[config.mk]
export PLATFORM = sky130hd
export DESIGN_NAME = lo16_exec
export DESIGN_NICKNAME = d
export VERILOG_FILES = /design/src/rtl/lo16_pkg.sv /design/src/rtl/lo16_decode.sv /design/src/rtl/lo16_shift.sv /design/src/rtl/lo16_addsub.sv /design/src/rtl/lo16_exec.sv
export SDC_FILE = /design/constraint.sdc
export NUM_CORES = 1
export LEC_CHECK = 0
export BUFFER_PORTS_ARGS = -buffer_cell sky130_fd_sc_hd__buf_2
export CAP_MARGIN = 20
export CELL_PAD_IN_SITES_DETAIL_PLACEMENT = 0
export CELL_PAD_IN_SITES_GLOBAL_PLACEMENT = 1
export CORE_UTILIZATION = 35
export CTS_CLUSTER_SIZE = 14
export DETAILED_ROUTE_END_ITERATION = 10
export HOLD_SLACK_MARGIN = 0.05
export PLACE_DENSITY = 0.64
export SYNTH_ARGS = -nofsm -noshare
export SYNTH_HDL_FRONTEND = slang
export SYNTH_SLANG_ARGS = --single-unit
export TNS_END_PERCENT = 5
[constraint.sdc]
create_clock -name clk -period 8.1 [get_ports clk]
set_input_delay 2.43 -clock clk [delete_from_list [all_inputs] [get_ports clk]]
set_output_delay 2.43 -clock clk [all_outputs]
set_load 0.05 [all_outputs]
[src/rtl/lo16_pkg.sv]
// Package: shared field widths, flag bit positions and the decoded
// instruction record used by the decoder and the executor top.
// Assumes the register fields in every encoding are three bits wide.
package lo16_pkg;

    localparam int RF_W = 3;   // register index field width
    localparam int FL_N = 3;   // flag bit positions in the flag vector
    localparam int FL_Z = 2;
    localparam int FL_C = 1;
    localparam int FL_V = 0;

    typedef enum logic [1:0] {
        GRP_NONE   = 2'd0,
        GRP_SHIFT  = 2'd1,
        GRP_ADDSUB = 2'd2,
        GRP_IMM8   = 2'd3
    } grp_e;

    typedef enum logic [1:0] {
        SH_LSL = 2'b00,
        SH_LSR = 2'b01,
        SH_ASR = 2'b10,
        SH_RSV = 2'b11
    } shop_e;

    typedef struct packed {
        grp_e            grp;
        shop_e           sh_op;
        logic [4:0]      amt;
        logic            is_sub;
        logic            is_mov;
        logic            wr_en;
        logic            b_imm;
        logic [RF_W-1:0] rd;
        logic [RF_W-1:0] ra;
        logic [RF_W-1:0] rb;
        logic [7:0]      imm;
    } dec_t;

endpackage

[src/rtl/lo16_decode.sv]
// Decoder: splits a 16-bit word into group, operation and operand fields.
// Assumes the add/subtract pattern is tested before the shift pattern,
// because both share bits 15:13 = 000.
module lo16_decode
    import lo16_pkg::*;
(
    input  logic [15:0] instr,
    output dec_t        dec
);

    // Pattern match on the opcode bits and field extraction.
    always_comb begin
        dec = '0;
        if (instr[15:11] == 5'b00011) begin
            dec.grp    = GRP_ADDSUB;
            dec.b_imm  = instr[10];
            dec.is_sub = instr[9];
            dec.rb     = instr[8:6];
            dec.imm    = {5'b0, instr[8:6]};
            dec.ra     = instr[5:3];
            dec.rd     = instr[2:0];
            dec.wr_en  = 1'b1;
        end else if (instr[15:13] == 3'b000) begin
            dec.grp    = GRP_SHIFT;
            dec.sh_op  = shop_e'(instr[12:11]);
            dec.amt    = instr[10:6];
            dec.ra     = instr[5:3];
            dec.rd     = instr[2:0];
            dec.wr_en  = 1'b1;
        end else if (instr[15:13] == 3'b001) begin
            dec.grp    = GRP_IMM8;
            dec.rd     = instr[10:8];
            dec.ra     = instr[10:8];
            dec.imm    = instr[7:0];
            dec.b_imm  = 1'b1;
            dec.is_mov = (instr[12:11] == 2'b00);
            dec.is_sub = instr[11];
            dec.wr_en  = (instr[12:11] != 2'b01);
        end
    end

endmodule

[src/rtl/lo16_shift.sv]
// Immediate shifter: logical left, logical right and arithmetic right.
// Assumes an amount of zero means "no shift" for left and a full-width
// shift for both right shifts; carry is the last bit shifted out.
module lo16_shift
    import lo16_pkg::*;
#(
    parameter int DATA_W = 32
) (
    input  logic [DATA_W-1:0] a,
    input  shop_e             op,
    input  logic [4:0]        amt,
    input  logic              c_in,
    output logic [DATA_W-1:0] res,
    output logic              c_out
);

    localparam int SH_W = $clog2(DATA_W) + 1;

    logic [SH_W-1:0]          amt_eff;
    logic [DATA_W:0]          lsl_ext;
    logic [DATA_W:0]          lsr_ext;
    logic signed [DATA_W:0]   asr_ext;

    // Widen the amount and form the three extended shifts, carry included.
    always_comb begin
        amt_eff = (amt == 5'd0) ? SH_W'(DATA_W) : SH_W'(amt);
        lsl_ext = {1'b0, a} << amt_eff;
        lsr_ext = {a, 1'b0} >> amt_eff;
        asr_ext = $signed({a, 1'b0}) >>> amt_eff;
    end

    // Select result and carry for the requested kind.
    always_comb begin
        unique case (op)
            SH_LSL: begin
                if (amt == 5'd0) begin
                    res   = a;
                    c_out = c_in;
                end else begin
                    res   = lsl_ext[DATA_W-1:0];
                    c_out = lsl_ext[DATA_W];
                end
            end
            SH_LSR: begin
                res   = lsr_ext[DATA_W:1];
                c_out = lsr_ext[0];
            end
            SH_ASR: begin
                res   = asr_ext[DATA_W:1];
                c_out = asr_ext[0];
            end
            default: begin
                res   = a;
                c_out = c_in;
            end
        endcase
    end

endmodule

[src/rtl/lo16_addsub.sv]
// Adder/subtractor with carry (not-borrow on subtract) and signed overflow.
// Assumes two's-complement operands of DATA_W bits.
module lo16_addsub #(
    parameter int DATA_W = 32
) (
    input  logic [DATA_W-1:0] a,
    input  logic [DATA_W-1:0] b,
    input  logic              sub,
    output logic [DATA_W-1:0] res,
    output logic              c_out,
    output logic              v_out
);

    logic [DATA_W-1:0] b_eff;
    logic [DATA_W:0]   sum;

    // Subtract as a + ~b + 1; overflow when like-signed inputs change sign.
    always_comb begin
        b_eff = sub ? ~b : b;
        sum   = {1'b0, a} + {1'b0, b_eff} + {{DATA_W{1'b0}}, sub};
        res   = sum[DATA_W-1:0];
        c_out = sum[DATA_W];
        v_out = (a[DATA_W-1] == b_eff[DATA_W-1]) && (res[DATA_W-1] != a[DATA_W-1]);
    end

endmodule

[src/rtl/lo16_exec.sv]
// Executor top: register file, flag register, operand selection and commit.
// Assumes one instruction per valid cycle, results committed at the next
// rising edge, synchronous active-low reset with priority over commit.
module lo16_exec
    import lo16_pkg::*;
#(
    parameter int DATA_W = 32
) (
    input  logic              clk,
    input  logic              rst_n,
    input  logic              in_valid,
    input  logic [15:0]       in_instr,
    output logic              illegal,
    input  logic [RF_W-1:0]   dbg_sel,
    output logic [DATA_W-1:0] dbg_data,
    output logic [3:0]        dbg_flags
);

    localparam int NUM_REGS = 1 << RF_W;

    logic [DATA_W-1:0]          rf [NUM_REGS];
    logic [3:0]                 flag_q;
    logic [NUM_REGS*DATA_W-1:0] regs_flat;

    dec_t              dec;
    logic [DATA_W-1:0] op_a, op_b, imm_ext;
    logic [DATA_W-1:0] sh_res, as_res, result;
    logic              sh_c, as_c, as_v;
    logic [3:0]        flag_d;
    logic              legal, commit;

    lo16_decode u_dec (
        .instr (in_instr),
        .dec   (dec)
    );

    // Operand fetch from the register file or the immediate field.
    always_comb begin
        imm_ext = {{(DATA_W-8){1'b0}}, dec.imm};
        op_a    = rf[dec.ra];
        op_b    = dec.b_imm ? imm_ext : rf[dec.rb];
    end

    lo16_shift #(.DATA_W(DATA_W)) u_shift (
        .a     (op_a),
        .op    (dec.sh_op),
        .amt   (dec.amt),
        .c_in  (flag_q[FL_C]),
        .res   (sh_res),
        .c_out (sh_c)
    );

    lo16_addsub #(.DATA_W(DATA_W)) u_addsub (
        .a     (op_a),
        .b     (op_b),
        .sub   (dec.is_sub),
        .res   (as_res),
        .c_out (as_c),
        .v_out (as_v)
    );

    // Result and next-flag selection per group.
    always_comb begin
        result = as_res;
        flag_d = flag_q;
        if (dec.grp == GRP_SHIFT) begin
            result       = sh_res;
            flag_d[FL_C] = sh_c;
        end else if (dec.is_mov) begin
            result = imm_ext;
        end else begin
            flag_d[FL_C] = as_c;
            flag_d[FL_V] = as_v;
        end
        flag_d[FL_N] = result[DATA_W-1];
        flag_d[FL_Z] = (result == '0);
    end

    // Legality and commit strobe.
    always_comb begin
        legal   = (dec.grp != GRP_NONE);
        commit  = in_valid && legal;
        illegal = in_valid && !legal;
    end

    // State update: reset clears everything, otherwise commit results.
    always_ff @(posedge clk) begin
        if (!rst_n) begin
            flag_q <= '0;
            for (int i = 0; i < NUM_REGS; i++) begin
                rf[i] <= '0;
            end
        end else if (commit) begin
            flag_q <= flag_d;
            if (dec.wr_en) begin
                rf[dec.rd] <= result;
            end
        end
    end

    // Flattened register view for the checker.
    generate
        for (genvar g = 0; g < NUM_REGS; g++) begin : g_flat
            assign regs_flat[g*DATA_W +: DATA_W] = rf[g];
        end
    endgenerate

    // Debug read port.
    always_comb begin
        dbg_data  = rf[dbg_sel];
        dbg_flags = flag_q;
    end

endmodule

==> out/qor.csv, run 1 <==
metric,value,unit
outcome,"finished, final reports clean",
drive_gt1_share,20.1,%
fin_area,0.0291,mm^2
path_max_fanout,12,
cts_inserted_buffers,29,
synth_ff_type,edfxtp_1,
hold_buffers,0,
tritoncts,yes,
ys_async_sr_fraction,0,%
path_class,in2reg,
avgViaCountPerCell,6.92,
synth_edf_count,256,
cap_violations,0,
die_h,271,um
end_kind,flop,
switchingPower,2.10,mW
min_from,dbg_flags[2],
mostFrequentLayoutCells,"nor2_1, nand2_1, buf_4",
hold_class,reg2reg,
post-cts-setup-buffers,0,
grt_pass1_wl,202000,um
dpl.hpwl,106000,um
muxShareOfSynthArea,11.7,%
grt_antenna_before_repair,4,
core_area,0.0715,mm^2
start_util,35.3,%
post-route-period-util,96.5,%
synth_xor_area_share,1.80,%
power_frac_comb,41.8,%
synthCells,3028,
grt_max_degree,65,
io_pins,59,
setup_viol,0,
grtUsageTotal,38.0,%
post_cts_resized,0,
grt_pass1_vias,26400,
synth_compound_area_share,27.5,%
max-clock-path-buffers,3,
power_leakage,10.8,nW
avgSynthCellArea,8.34,um^2
worstPathRequired,8.62,ns
ir_drop,0.151,mV
ant_nets,0,
dpl_cell_area,0.0281,mm^2
layout.nets,3198,
min_period,7.81,ns
h-tree-depth,1,
p_per_area,176,mW/mm^2
p_seq_share,30.7,%
hold_depth,2,
r2r_start,rf[6][6],
fp-row-count,98,
power_frac_clock,27.5,%
grt-ovfl-total,0,
netSwitchingFraction,40.9,%
synthAdderAreaFrac,1.81,%
fp.dieW,271,um
power.internal,3.04,mW
reg2reg_to,dbg_flags[2],
synth.distinct_cells,98,
first_iter_violations,4987,
maxSlewViolCount,0,
cts.clk_slew.worst_paths,0.07,ns
cts-root-buf,clkbuf_16,
cts_sinks,260,
maxSlewHeadroom,15.9,%
wire_per_inst,35.0,um
gp_congestion,1.09,
max_freq,128,MHz
synth_seq_cells,260,
synth_top_family_by_area,compound AO/OA/AOI/OAI gates,
finClkSkew,0.0362,ns
syn_to_final_growth,15.4,%
vias,28500,
dr.pass1.iters,7,
yosys.area_share.simple,20.7,%
worstMarginPinSlew,1.26,ns
hold_viol,0,
rsz0062_at_grt,false,
layout_commonest_cell,nor2_1,
yosysWarnings,0,
fillers,7230,
synth_area,0.0253,mm^2
reg2reg_depth,22,
start_kind,primary input,
dieArea,0.0733,mm^2
hold_path_end,dbg_flags[2],
r2r_slack,2.50,ns
clk_latency,0.61,ns
synthesis.nets,3086,
ys_seq_area_share,30.7,%
final_core_util,40.8,%
portBuffers,58,
wl,144000,um
route.detailed.drc,0,
crit_arrival,8.33,ns
[cell usage after synthesis (all sizes together), types with 16 or more instances]
cell type | n | area share, %
nor2 | 436 | 6.5
nand2 | 430 | 6.4
edfxtp | 256 | 30
o21ai | 214 | 4.3
a22oi | 192 | 5.8
clkbuf | 179 | 2.7
a21oi | 117 | 2.3
nand3 | 110 | 2.2
buf | 109 | 2.6
mux4 | 80 | 7.1
a211oi | 76 | 2.3
nor3b | 60 | 1.8
o22ai | 55 | 1.4
a31oi | 52 | 1.3
mux2i | 52 | 2.3
mux2 | 50 | 2.3
xnor2 | 39 | 1.4
ha | 35 | 1.7
nor3 | 35 | 0.75
inv | 33 | 0.49
a221oi | 30 | 1.1
o211ai | 30 | 0.89
a222oi | 29 | 1.1
a21o | 27 | 0.80
a21boi | 20 | 0.59
o221ai | 17 | 0.64
and2 | 16 | 0.40
[power by group through the flow]
stage	clock network, mW	registers, mW	logic, mW
2_1_floorplan	0	1.58	1.13
3_3_place_gp	0	1.60	2.04
3_5_place_dp	0	1.60	2.04
4_1_cts	1.43	1.57	2.05
5_1_grt	1.47	1.58	2.21
6_report	1.42	1.58	2.15
[state kept, by name, indices dropped and copies added (netlist names)]
signal and cells:
rf 256, dbg_flags 4
[worst max-delay path, stage by stage]
cell,delay (ns)
buf_2,0.13
nor4b_4,0.35
and2_0,0.24
nand2_2,0.15
buf_4,0.24
nand2_1,0.08
nand2_1,0.05
a222oi_1,0.26
o21ai_0,0.23
o21ai_0,0.25
xor2_1,0.18
ha_1,0.30
nand2_1,0.11
nor2_1,0.05
a221o_1,0.35
or2_2,0.31
a31o_2,0.28
nor4b_1,0.16
o32ai_1,0.85
a31o_2,0.33
nand4_1,0.12
nor4_1,0.27
buf_4,0.17
nand4_1,0.16
o31ai_2,0.23
[per-layer routing]
layer | global-route usage [%] | vias to the layer above | wire, um
met2 | 59.2 | 2241 | 62900
met5 | 0 | - | 37
li1 | - | 11800 | -
met3 | 6.79 | 480 | 15200
met4 | 21.0 | 6 | 10000
met1 | 49.8 | 13900 | 55700
[worst max path at each step]
stage | depth (start not counted) | slack, ns | start | to
after global routing | 25 | 0.03 | in_instr[15] | dbg_flags[2]
after detailed placement | 27 | -0.08 | in_instr[15] | dbg_flags[2]
after CTS | 27 | 0.50 | in_instr[15] | dbg_flags[2]
after global placement | 25 | -0.03 | in_instr[15] | dbg_flags[2]
after floorplan | 25 | 0.44 | in_instr[15] | dbg_flags[2]
final | 25 | 0.29 | in_instr[15] | dbg_flags[2]
[final cells by class]
cell class	count	area, um^2	area share (%)
antenna	3	7.51	0.0258
multi-input combinational	2446	16200	55.6
sequential	260	7770	26.7
tap	950	1190	4.08
clock buffer	32	737	2.53
inverter	34	128	0.438
timing repair buffer	369	2880	9.90
clock inverter	19	239	0.820
[metrics by stage]
stage / TNS (ns) / hold WS (ns) / instances / power, mW / setup WS, ns
after floorplan: 0 / 0.513 / 3028 / 2.72 / 0.439
after global placement: -0.0332 / 0.540 / 4055 / 3.64 / -0.0332
after detailed placement: -0.0806 / 0.532 / 4055 / 3.64 / -0.0806
after CTS: 0 / 0.541 / 4106 / 5.05 / 0.504
after global routing: 0 / 0.553 / 4110 / 5.26 / 0.0299
final: 0 / 0.534 / 4113 / 5.14 / 0.287
[cells by family (layout without fill, tap and decap cells)]
family | after synthesis | after routing
simple gates | 1182 | 1182
compound gates | 994 | 994
buf+inv | 322 | 454
flops | 260 | 260
mux | 182 | 182
xor+xnor | 52 | 52
fa+ha+maj | 36 | 36
other cells | 0 | 3
Power figures use the tool's default switching activity.
==> inputs of run 2 (changes only) <==
--- a/config.mk
+++ b/config.mk
@@ -13,8 +13,9 @@
 export CTS_CLUSTER_SIZE = 14
 export DETAILED_ROUTE_END_ITERATION = 10
 export HOLD_SLACK_MARGIN = 0.05
-export PLACE_DENSITY = 0.64
+export PLACE_DENSITY = 0.61
 export SYNTH_ARGS = -nofsm -noshare
 export SYNTH_HDL_FRONTEND = slang
+export SYNTH_HIERARCHICAL = 1
 export SYNTH_SLANG_ARGS = --single-unit
 export TNS_END_PERCENT = 5
==> out/qor.csv, run 2 <==
metric,value,unit
outcome,"finished, final reports clean",
post-cts-setup-buffers,0,
maxSlewViolCount,0,
grt_pass1_vias,19000,
mostFrequentLayoutCells,"nor2_1, edfxtp_1, mux4_2",
yosysMostFrequentCell,nor2_1,
max-clock-path-buffers,3,
fp-row-count,93,
path_max_fanout,38,
tritoncts,yes,
post-route-period-util,90.2,%
dpl.hpwl,64800,um
die_h,259,um
clk_latency,0.58,ns
avgViaCountPerCell,6.39,
multiInputGateArea,0.0145,mm^2
grt_antenna_before_repair,2,
core_area,0.0648,mm^2
syn_to_final_growth,12.3,%
grt_max_degree,70,
setup_viol,0,
vias,19100,
largest-register,rf,
layout.nets,2162,
synth_area,0.0231,mm^2
seq_area,0.00777,mm^2
synth_top_cell_by_area,edfxtp_1,
r2r_start,rf[3][0],
crit_chain,buf_2 -> or2_2 -> a21oi_4 -> buf_12 -> buf_12 -> mux4_2 -> mux2_2 -> mux4_2 -> mux2_2 -> o21ai_1 -> nor2_1 -> a211oi_1 -> o221ai_1 -> mux2i_2 -> nand3_1 -> or4_1 -> o41ai_2,
io_pins,59,
yosysWarnings,6,
path_class,in2reg,
ant_nets,0,
slowest_delay,0.55,ns
largest_reg_flops,256,
first_iter_violations,2103,
reg2reg_depth,18,
final_core_util,40.0,%
power_leakage,9.25,nW
synth_edf_count,256,
hold_depth,2,
grtUsageTotal,27.4,%
cts-root-buf,clkbuf_16,
end_kind,flop,
max_freq,137,MHz
crit_arrival,7.80,ns
grt-ovfl-total,0,
cap_violations,0,
route.detailed.drc,0,
yosys-top-cells-area,"edfxtp_1, mux4_2, nor2_1, mux2i_1, mux2_2",
h-tree-depth,1,
synthCells,2055,
r2r_slack,3.15,ns
ys_async_sr_fraction,0,%
worstPathBufferInverterCount,3,
cts_inserted_buffers,28,
min_from,dbg_flags[2],
fillers,6181,
start_kind,primary input,
synth_top_area_share,33.3,%
layout_commonest_cell,nor2_1,
rsz0062_at_grt,false,
hold_class,reg2reg,
synthesis.nets,2109,
synthTopCellsByCount,"nor2_1, edfxtp_1, mux4_2",
wl,92900,um
p_per_area,168,mW/mm^2
crit_family,multiplexers,
post_cts_resized,0,
finClkSkew,0.0330,ns
hold_buffers,0,
synth_ff_type,edfxtp_1,
fin_tns_setup,0,ns
fp.dieW,259,um
dieArea,0.0670,mm^2
worstPathRequired,8.59,ns
cpMaxStageDelayCell,mux4_2,
cts_sinks,260,
ys_seq_area_share,33.6,%
start_util,35.6,%
grt_pass1_wl,134000,um
dr.pass1.iters,7,
worstMarginPinSlew,1.16,ns
synth.distinct_cells,100,
avgSynthCellArea,11.2,um^2
wire_per_inst,31.1,um
drive_gt1_share,31.1,%
cts.clk_slew.worst_paths,0.07,ns
ir_drop,0.126,mV
hold_path_end,dbg_flags[2],
hold_viol,0,
maxSlewHeadroom,22.2,%
synth_seq_cells,260,
reg2reg_to,dbg_flags[2],
portBuffers,58,
min_period,7.30,ns
gp_congestion,0.987,
[run 2: changes by cell type after synthesis, moves of 56 or more]
cell,delta
o21ai_0,-156
nor2_1,-56
a211oi_1,-62
nand3_1,-88
mux2i_1,+61
mux4_2,+163
a22oi_1,-181
nand2_1,-304
clkbuf_1,-69
[run 2: worst max-delay path by stage]
stage                  from      endpoint  cells past startpoint
6_report       in_instr[14]  dbg_flags[2]                     17
5_1_grt        in_instr[14]  dbg_flags[2]                     23
4_1_cts        in_instr[14]  dbg_flags[2]                     23
3_5_place_dp   in_instr[14]  dbg_flags[2]                     23
3_3_place_gp   in_instr[14]  dbg_flags[2]                     23
2_1_floorplan  in_instr[14]  dbg_flags[2]                     21
[run 2: cell families after synthesis]
group                      Yosys count  synth area share (%)
muxes                              456                  34.1
buffers and inverters              205                  4.11
xor gates and xnor gates            55                  2.09
and+or+nand+nor                    679                  13.2
DFF                                260                  33.6
adders and majority gates           32                  1.77
AOI/OAI and AO/OA                  368                  11.2
[run 2: where the power goes]
| part | internal (mW) | switching, mW |
|---|---|---|
| Combinational | 0.560 | 0.925 |
| Clock | 0.747 | 0.564 |
| Sequential | 1.52 | 0.0372 |
| Total | 2.83 | 1.53 |
[run 2: final cells by class]
type,instances,share of cell area (%)
repair buffers,208,6.24
diodes,1,0.00965
flip-flops and latches,260,29.9
well taps,855,4.12
inverters,20,0.299
clock buffers,31,2.83
multi-input cells,1590,55.8
clock inverters,20,0.719
[run 2: worst reg2reg max path: stages, from the launching register on]
cell      delay, ns
edfxtp_1       0.42
mux4_2         0.49
mux2i_1        0.16
o21ai_1        0.13
mux2i_1        0.35
fa_1           0.30
nor2b_1        0.07
o31a_1         0.27
o31a_1         0.31
a22o_1         0.22
or3_1          0.31
nor3b_1        0.17
o41ai_2        0.24
xnor2_1        0.11
and2b_1        0.17
mux2i_2        0.17
nand3_1        0.09
or4_1          0.55
o41ai_2        0.33
[run 2: metal layers]
metal	GRT usage (%)	wire length [um]	vias to the layer above
li1	-	-	8099
met1	37.3	38000	9824
met2	44.4	43600	969
met3	3.22	7340	177
met4	11.4	4000	2
met5	0	17	-
[run 2: per-stage QoR]
step / power, mW / instances / setup slack [ns] / cell area, um^2 / hold slack (ns)
after CTS: 4.35 / 2984 / 0.773 / 25900 / 0.510
after detailed placement: 3.05 / 2933 / 0.149 / 25000 / 0.494
after floorplan: 2.50 / 2055 / 0.0322 / 23100 / 0.711
after global routing: 4.50 / 2984 / 0.437 / 25900 / 0.529
after global placement: 3.05 / 2933 / 0.181 / 25000 / 0.501
final: 4.36 / 2985 / 0.796 / 25900 / 0.504
